## config.mk

```make
export PLATFORM = sky130hd
export DESIGN_NAME = centre_pwm_timer
export DESIGN_NICKNAME = d
export VERILOG_FILES = /design/src/rtl/pwm_pkg.sv /design/src/rtl/pwm_prescaler.sv /design/src/rtl/pwm_updown_counter.sv /design/src/rtl/pwm_compare_channel.sv /design/src/rtl/centre_pwm_timer.sv
export SDC_FILE = /design/constraint.sdc
export NUM_CORES = 1
export LEC_CHECK = 0
export CAP_MARGIN = 5
export CORE_UTILIZATION = 58
export CTS_CLUSTER_DIAMETER = 100
export DETAILED_ROUTE_END_ITERATION = 8
export GPL_ROUTABILITY_DRIVEN = 0
export GPL_TIMING_DRIVEN = 0
export PLACE_DENSITY = 0.8
export SETUP_SLACK_MARGIN = 0.05
export SLEW_MARGIN = 20
export SYNTH_ARGS = -nofsm -noshare
export SYNTH_HDL_FRONTEND = slang
export SYNTH_SLANG_ARGS = --single-unit
export TNS_END_PERCENT = 30
```

## constraint.sdc

```tcl
create_clock -name clk -period 5.2 [get_ports clk]
set_input_delay 1.56 -clock clk [delete_from_list [all_inputs] [get_ports clk]]
set_output_delay 1.56 -clock clk [all_outputs]
set_load 0.01 [all_outputs]
```

## src/rtl/pwm_pkg.sv

```systemverilog
package pwm_pkg;

    localparam int CNT_W = 16;
    localparam int DIV_W = 10;
    localparam int SEL_W = 3;

    typedef enum logic [1:0] {
        CM_OFF    = 2'd0,
        CM_RSVD   = 2'd1,
        CM_NONINV = 2'd2,
        CM_INV    = 2'd3
    } cmp_mode_e;

    typedef enum logic {
        SLOPE_UP   = 1'b0,
        SLOPE_DOWN = 1'b1
    } slope_e;

    typedef struct packed {
        logic             tick;
        logic             at_bottom;
        slope_e           slope;
        logic [CNT_W-1:0] cnt;
    } timer_state_t;

    function automatic logic psc_running(input logic [SEL_W-1:0] sel);
        return (sel >= 3'd1) && (sel <= 3'd5);
    endfunction

    // Terminal value of the divider phase counter (ratio - 1).
    function automatic logic [DIV_W-1:0] psc_limit(input logic [SEL_W-1:0] sel);
        logic [DIV_W-1:0] lim;
        case (sel)
            3'd2:    lim = DIV_W'(7);
            3'd3:    lim = DIV_W'(63);
            3'd4:    lim = DIV_W'(255);
            3'd5:    lim = DIV_W'(1023);
            default: lim = '0;
        endcase
        return lim;
    endfunction

endpackage

```

## src/rtl/pwm_prescaler.sv

```systemverilog
module pwm_prescaler
    import pwm_pkg::*;
(
    input  logic             clk,
    input  logic             rst,
    input  logic             sel_wr,
    input  logic [SEL_W-1:0] sel_wdata,
    output logic             tick
);

    logic [SEL_W-1:0] sel_q;
    logic [DIV_W-1:0] div_q;

    assign tick = psc_running(sel_q) && (div_q == psc_limit(sel_q));

    always_ff @(posedge clk) begin
        if (rst) begin
            sel_q <= '0;
            div_q <= '0;
        end else if (sel_wr) begin
            sel_q <= sel_wdata;
            div_q <= '0;
        end else if (psc_running(sel_q)) begin
            div_q <= tick ? '0 : div_q + 1'b1;
        end
    end

    // a stopped select yields no tick on the following cycle
    assert_stop_freezes_R2: assert property (@(posedge clk) disable iff (rst)
        (!psc_running(sel_q) && !sel_wr) |=> !tick);

    // divided ratios never tick on back-to-back cycles
    assert_tick_spacing_R2: assert property (@(posedge clk) disable iff (rst)
        (tick && !sel_wr && psc_limit(sel_q) != '0) |=> !tick);

endmodule

```

## src/rtl/pwm_updown_counter.sv

```systemverilog
module pwm_updown_counter
    import pwm_pkg::*;
(
    input  logic             clk,
    input  logic             rst,
    input  logic             tick,
    input  logic             top_wr,
    input  logic [CNT_W-1:0] top_wdata,
    output timer_state_t     st,
    output logic             load
);

    logic [CNT_W-1:0] cnt_q;
    logic [CNT_W-1:0] top_buf_q;
    logic [CNT_W-1:0] top_act_q;
    slope_e           dir_q;
    logic             at_bottom;
    logic             at_peak;

    assign at_bottom = (cnt_q == '0);
    assign at_peak   = (dir_q == SLOPE_UP) && !at_bottom && (cnt_q >= top_act_q);
    assign load      = tick && at_bottom;

    always_comb begin
        st.tick      = tick;
        st.at_bottom = at_bottom;
        st.cnt       = cnt_q;
        if (at_bottom)    st.slope = SLOPE_UP;
        else if (at_peak) st.slope = SLOPE_DOWN;
        else              st.slope = dir_q;
    end

    always_ff @(posedge clk) begin
        if (rst) begin
            cnt_q     <= '0;
            top_buf_q <= '0;
            top_act_q <= '0;
            dir_q     <= SLOPE_UP;
        end else begin
            if (top_wr) top_buf_q <= top_wdata;
            if (tick) begin
                if (at_bottom) begin
                    top_act_q <= top_buf_q;
                    cnt_q     <= (top_buf_q == '0) ? '0 : CNT_W'(1);
                    dir_q     <= SLOPE_UP;
                end else if (at_peak) begin
                    cnt_q <= cnt_q - 1'b1;
                    dir_q <= SLOPE_DOWN;
                end else if (dir_q == SLOPE_UP) begin
                    cnt_q <= cnt_q + 1'b1;
                end else begin
                    cnt_q <= cnt_q - 1'b1;
                end
            end
        end
    end

    // the counter never leaves the range [0, live TOP]
    assert_cnt_bounded_R3: assert property (@(posedge clk) disable iff (rst)
        cnt_q <= top_act_q);

    // live TOP moves only at the bottom update point
    assert_top_hold_R8: assert property (@(posedge clk) disable iff (rst)
        !load |=> $stable(top_act_q));

endmodule

```

## src/rtl/pwm_compare_channel.sv

```systemverilog
module pwm_compare_channel
    import pwm_pkg::*;
(
    input  logic             clk,
    input  logic             rst,
    input  timer_state_t     st,
    input  logic             load,
    input  logic             cmp_wr,
    input  logic [CNT_W-1:0] cmp_wdata,
    input  logic             mode_wr,
    input  logic [1:0]       mode_wdata,
    input  logic             flag_clr,
    output logic             pwm,
    output logic             flag
);

    logic [CNT_W-1:0] cmp_buf_q;
    logic [CNT_W-1:0] cmp_act_q;
    cmp_mode_e        mode_q;
    logic             wave_q;   // non-inverted waveform level
    logic             flag_q;
    logic             match;

    assign match = st.tick && (st.cnt == cmp_act_q);
    assign flag  = flag_q;

    always_comb begin
        case (mode_q)
            CM_NONINV: pwm = wave_q;
            CM_INV:    pwm = ~wave_q;
            default:   pwm = 1'b0;
        endcase
    end

    always_ff @(posedge clk) begin
        if (rst) begin
            cmp_buf_q <= '0;
            cmp_act_q <= '0;
            mode_q    <= CM_OFF;
            wave_q    <= 1'b0;
            flag_q    <= 1'b0;
        end else begin
            if (cmp_wr)  cmp_buf_q <= cmp_wdata;
            if (load)    cmp_act_q <= cmp_buf_q;
            if (mode_wr) mode_q    <= cmp_mode_e'(mode_wdata);
            if (match)   wave_q    <= (st.slope == SLOPE_DOWN);
            if (match)         flag_q <= 1'b1;
            else if (flag_clr) flag_q <= 1'b0;
        end
    end

    // a match beats a simultaneous clear
    assert_set_beats_clear_R10: assert property (@(posedge clk) disable iff (rst)
        match |=> flag_q);

    // a flag only rises after a timer tick
    assert_flag_on_tick_R9: assert property (@(posedge clk) disable iff (rst)
        $rose(flag_q) |-> $past(st.tick));

    // rising-slope match drives a non-inverted pin low
    assert_up_match_clears_R4: assert property (@(posedge clk) disable iff (rst)
        (match && st.slope == SLOPE_UP && mode_q == CM_NONINV && !mode_wr) |=> !pwm);

    // live compare value moves only at the bottom update point
    assert_cmp_hold_R8: assert property (@(posedge clk) disable iff (rst)
        !load |=> $stable(cmp_act_q));

endmodule

```

## src/rtl/centre_pwm_timer.sv

```systemverilog
module centre_pwm_timer
    import pwm_pkg::*;
#(
    parameter int N_CH = 2
) (
    input  logic                clk,
    input  logic                rst,
    input  logic                top_wr,
    input  logic [CNT_W-1:0]    top_wdata,
    input  logic [N_CH-1:0]     cmp_wr,
    input  logic [CNT_W-1:0]    cmp_wdata,
    input  logic                psc_wr,
    input  logic [SEL_W-1:0]    psc_wdata,
    input  logic                mode_wr,
    input  logic [2*N_CH-1:0]   mode_wdata,
    input  logic [N_CH-1:0]     flag_clr,
    output logic [N_CH-1:0]     pwm_out,
    output logic [N_CH-1:0]     match_flag
);

    logic         tick;
    logic         load;
    timer_state_t st;

    pwm_prescaler u_prescaler (
        .clk       (clk),
        .rst       (rst),
        .sel_wr    (psc_wr),
        .sel_wdata (psc_wdata),
        .tick      (tick)
    );

    pwm_updown_counter u_counter (
        .clk       (clk),
        .rst       (rst),
        .tick      (tick),
        .top_wr    (top_wr),
        .top_wdata (top_wdata),
        .st        (st),
        .load      (load)
    );

    for (genvar i = 0; i < N_CH; i++) begin : g_ch
        pwm_compare_channel u_ch (
            .clk        (clk),
            .rst        (rst),
            .st         (st),
            .load       (load),
            .cmp_wr     (cmp_wr[i]),
            .cmp_wdata  (cmp_wdata),
            .mode_wr    (mode_wr),
            .mode_wdata (mode_wdata[2*i +: 2]),
            .flag_clr   (flag_clr[i]),
            .pwm        (pwm_out[i]),
            .flag       (match_flag[i])
        );
    end

    // with the prescaler never started, pins stay quiet
    assert_quiet_when_stopped_R1: assert property (@(posedge clk) disable iff (rst)
        (!tick && $past(!tick) && !mode_wr && $past(!mode_wr)) |-> $stable(pwm_out));

endmodule

```

==> results of run 1 <==
## synth_stat cells (10+ instances only)
master | n | area, um^2
nor4_1 | 11 | 68.8
clkbuf_1 | 39 | 146
xor2_1 | 10 | 87.6
mux2i_1 | 69 | 691
a21oi_1 | 69 | 345
nand2_1 | 117 | 439
nor2_1 | 85 | 319
ha_1 | 19 | 238
xnor2_1 | 35 | 307
nor3_1 | 13 | 65.1
nand4_1 | 15 | 93.8
inv_1 | 27 | 101
dfxtp_1 | 134 | 2680
nand3_1 | 10 | 50.1
## report_power, final
| part | switching (W) | total (W) | leakage (nW) | internal, W |
|---|---|---|---|---|
| Clock | 0.000452 | 0.00117 | 0.276 | 0.000718 |
| Sequential | 0.0000715 | 0.00120 | 1.09 | 0.00113 |
| Combinational | 0.00103 | 0.00177 | 1.55 | 0.000738 |
## cells in the final DEF (no fill, tap or decap), drive strengths merged, types with 4 or more instances in the layout
master / n
o21ai: 13
and3: 4
a21oi: 70
dfxtp: 134
a31oi: 7
clkdlybuf4s50: 46
mux2i: 69
or3b: 6
nand2: 117
buf: 20
or3: 7
or4b: 5
clkbuf: 59
nor4: 13
ha: 19
inv: 29
nor3: 14
nand3: 10
or2: 4
xor2: 10
xnor2: 35
nand4: 15
nor2: 85
mux2: 4
## flip-flops by register name, indices dropped and copies added, names as in the netlist
signal	cells
g_ch.u_ch.mode_q	4
g_ch.u_ch.cmp_buf_q	32
u_counter.cnt_q	16
g_ch.u_ch.flag	2
u_counter.top_buf_q	16
g_ch.u_ch.wave_q	2
u_counter.top_act_q	16
u_prescaler.div_q	10
g_ch.u_ch.cmp_act_q	32
u_counter.dir_q	1
u_prescaler.sel_q	3
## kinds of logic (layout without fill, tap and decap cells)
| group | Yosys count | in the layout |
|---|---|---|
| XOR/XNOR | 45 | 45 |
| flip-flops | 134 | 134 |
| buffers and inverters | 86 | 162 |
| AO/OA/AOI/OAI | 100 | 100 |
| AND/OR/NAND/NOR | 295 | 295 |
| adder cells (fa/ha/maj) | 19 | 19 |
| multiplexers | 73 | 73 |
## metrics by stage
| step | setup slack (ns) | instances | area [um^2] | hold slack, ns | total power (W) |
|---|---|---|---|---|---|
| after global placement | 1.56 | 934 | 7020 | 0.445 | 0.00289 |
| after global routing | 1.71 | 964 | 7590 | 0.474 | 0.00435 |
| after floorplan | 2.43 | 752 | 6380 | 0.432 | 0.00253 |
| after CTS | 1.75 | 964 | 7590 | 0.454 | 0.00411 |
| final | 1.77 | 964 | 7590 | 0.452 | 0.00414 |
| after detailed placement | 1.49 | 934 | 7020 | 0.446 | 0.00294 |
## area by class of cell
type / count / area (um^2) / share of cell area
buffer: 59 / 278 / 0.0366
tap: 136 / 170 / 0.0224
timing repair buffer: 46 / 460 / 0.0606
multi-input combinational: 532 / 3320 / 0.438
inverter: 27 / 101 / 0.0133
clock inverter: 10 / 123 / 0.0161
sequential: 134 / 2680 / 0.353
clock buffer: 20 / 455 / 0.0600
## worst reg2reg max path, stage by stage (launching register included)
cell,delay [ns]
dfxtp_1,0.33
clkbuf_1,0.38
inv_1,0.13
ha_1,0.29
nand2b_1,0.14
a2111o_1,0.43
a31oi_2,0.23
a21oi_2,0.20
buf_2,0.29
nor4_1,0.26
o21ai_0,0.14
mux2_2,0.30
## worst paths after layout
check / startpoint / endpoint / slack (ns) / cells past startpoint
setup reg to reg: u_counter.cnt_q[0] / u_counter.cnt_q[15] / 1.98 / 11
setup / recovery: g_ch[0].u_ch.wave_q / pwm_out[0] / 1.77 / 4
hold reg to reg: u_counter.top_act_q[9] / u_counter.top_act_q[9] / 0.45 / 2
hold / removal: u_counter.top_act_q[9] / u_counter.top_act_q[9] / 0.45 / 2
## layer usage
metal,part of all wire,vias up,track usage
met5,0,-,0
met3,0.066,39,0.0596
met4,0.032,0,0.147
li1,-,2671,-
met1,0.42,2605,0.342
met2,0.49,200,0.506
==> impl_metrics.csv, run 1 <==
group,metric,value,unit
logic_synthesis,ys_seq_area_frac,0.420,
final_layout,final_util,0.723,
sta,fmax,0.291,GHz
routing,routedWlPerCell,16.1,um
logic_synthesis,yosysUniqueCellTypes,54,
worst_hold_path,min_path_type,"reg -> reg",
global_routing,grt_use_total,0.292,
sta,drv_slew,0,
sta,post-route-period-util,0.660,
final_layout,nets,884,
global_routing,antenna_found_initial,0,
logic_synthesis,yosysWarnings,0,
placement,place_hpwl,11400,um
final_layout,nFillCells,762,
worst_setup_path,crit_chain,"xor2_1 > and2_1 > buf_4 > clkdlybuf4s50_1",
routing,drt_iter0_drc,315,
logic_synthesis,synthCells,752,
clock_tree,cts_tree,"done",
routing,dr.pass1.iters,5,
logic_synthesis,synth-async-reset-ratio,0,
worst_setup_path,start_kind,"flip-flop",
sta,hold_viol,0,
logic_synthesis,synth_mux_area_frac,0.115,
final_layout,synthToLayoutAreaGrowth,18.9,%
power_and_ir_drop,leakagePower,2.92,nW
placement,port_buffers,46,
global_routing,grt_pass1_vias,5555,
sta,period_minus_slack,3.43,ns
sta,fin_setup_tns,0,ns
clock_tree,cts_resized,0,
worst_setup_path,crit_fanout,2,
global_routing,grt_max_degree,17,
logic_synthesis,netlist_area,6380,um^2
logic_synthesis,synth_adder_area_share,0.0372,
outcome,status,"completed",
routing,routed_wirelength,15500,um
worst_setup_path,crit_path_end_kind,"output port",
logic_synthesis,synth-simple-area-share,0.218,
logic_synthesis,synth_area_per_cell,8.49,um^2
worst_setup_path,cp_slowest_cell,"clkdlybuf4s50_1",
routing,ant_nets,0,
logic_synthesis,synth_edf_count,0,
floorplan,die_w,107,um
clock_tree,holdBufCountCts,0,
worst_setup_path,cp_data_arrival_time,1.87,ns
clock_tree,cts_num_sinks,134,
clock_tree,cts_buffers,17,
sta,max-slew-margin-rel,0.496,
clock_tree,cts_root_buf,"clkbuf_8",
clock_tree,htree_levels,4,
logic_synthesis,synth_ff_type,"dfxtp_1",
power_and_ir_drop,vdd_drop_max,0.338,mV
floorplan,ioPinCount,52,
floorplan,die_area,11400,um^2
worst_setup_path,cp_num_buf_inv,2,
sta,finClkSkew,0.0127,ns
floorplan,rows,37,
logic_synthesis,synth-seq-cells,134,
routing,drc,0,
global_routing,grt_pass1_wl,25700,um
worst_setup_path,crit_required,3.64,ns
logic_synthesis,synthXorXnorAreaFrac,0.0617,
clock_tree,path_clk_slew,0.06,ns
run,drv_cap,0,
routing,vias,5515,
floorplan,start_util,0.608,
final_layout,drive_gt1_frac,0.0761,
logic_synthesis,synth_top_family_by_area,"simple AND/OR/NAND/NOR gates",
floorplan,fp.dieH,107,um
sta,rsz0062_at_grt,"false",
worst_setup_path,crit_type,"reg -> out",
routing,viasPerCell,5.72,
worst_setup_path,cp_top_family,"buffers and inverters",
power_and_ir_drop,p_per_area,545,nW/um^2
clock_tree,post-cts-setup-buffers,0,
sta,setup-violations-final,0,
sta,worst_pin_slew,0.756,ns
worst_setup_path,max_stage_delay,0.54,ns
clock_tree,clock_path_buffers,2,
clock_tree,worstSkewPairLatency,0.55,ns
logic_synthesis,synth_compound_gate_area_share,0.0880,
floorplan,coreArea,10500,um^2
global_routing,overflow,0,
final_layout,diodes,0,
logic_synthesis,synth.net_count,819,
No activity file was read; power rests on OpenSTA's default activity.
==> inputs of run 2 (changes only) <==
clock period = 3.6 ns   (was 5.2 ns; I/O delays follow)
==> results of run 2 <==
Same layout as run 1 (identical final DEF). Status: completed.
Main changes from that run: setup slack after placement 1.49 ns -> 0.369 ns; setup slack after layout 1.77 ns -> 0.384 ns; start point of the critical path g_ch[0].u_ch.wave_q -> u_counter.cnt_q[0]; end point of the critical path pwm_out[0] -> u_counter.cnt_q[15]; register-to-register setup slack 1.98 ns -> 0.38 ns; total power 0.00414 W -> 0.00598 W; worst IR drop on VDD 0.338 mV -> 0.488 mV
==> inputs of run 3 (changes only) <==
CTS_CLUSTER_SIZE = 25   (was not set)
SETUP_SLACK_MARGIN = 0.15   (was 0.05)
==> results of run 3 <==
Same layout as run 1 (identical final DEF). Status: completed.
Main changes from that run: setup slack after placement 1.49 ns -> 0.369 ns; setup slack after layout 1.77 ns -> 0.384 ns; start point of the critical path g_ch[0].u_ch.wave_q -> u_counter.cnt_q[0]; end point of the critical path pwm_out[0] -> u_counter.cnt_q[15]; register-to-register setup slack 1.98 ns -> 0.38 ns; total power 0.00414 W -> 0.00598 W; worst IR drop on VDD 0.338 mV -> 0.488 mV
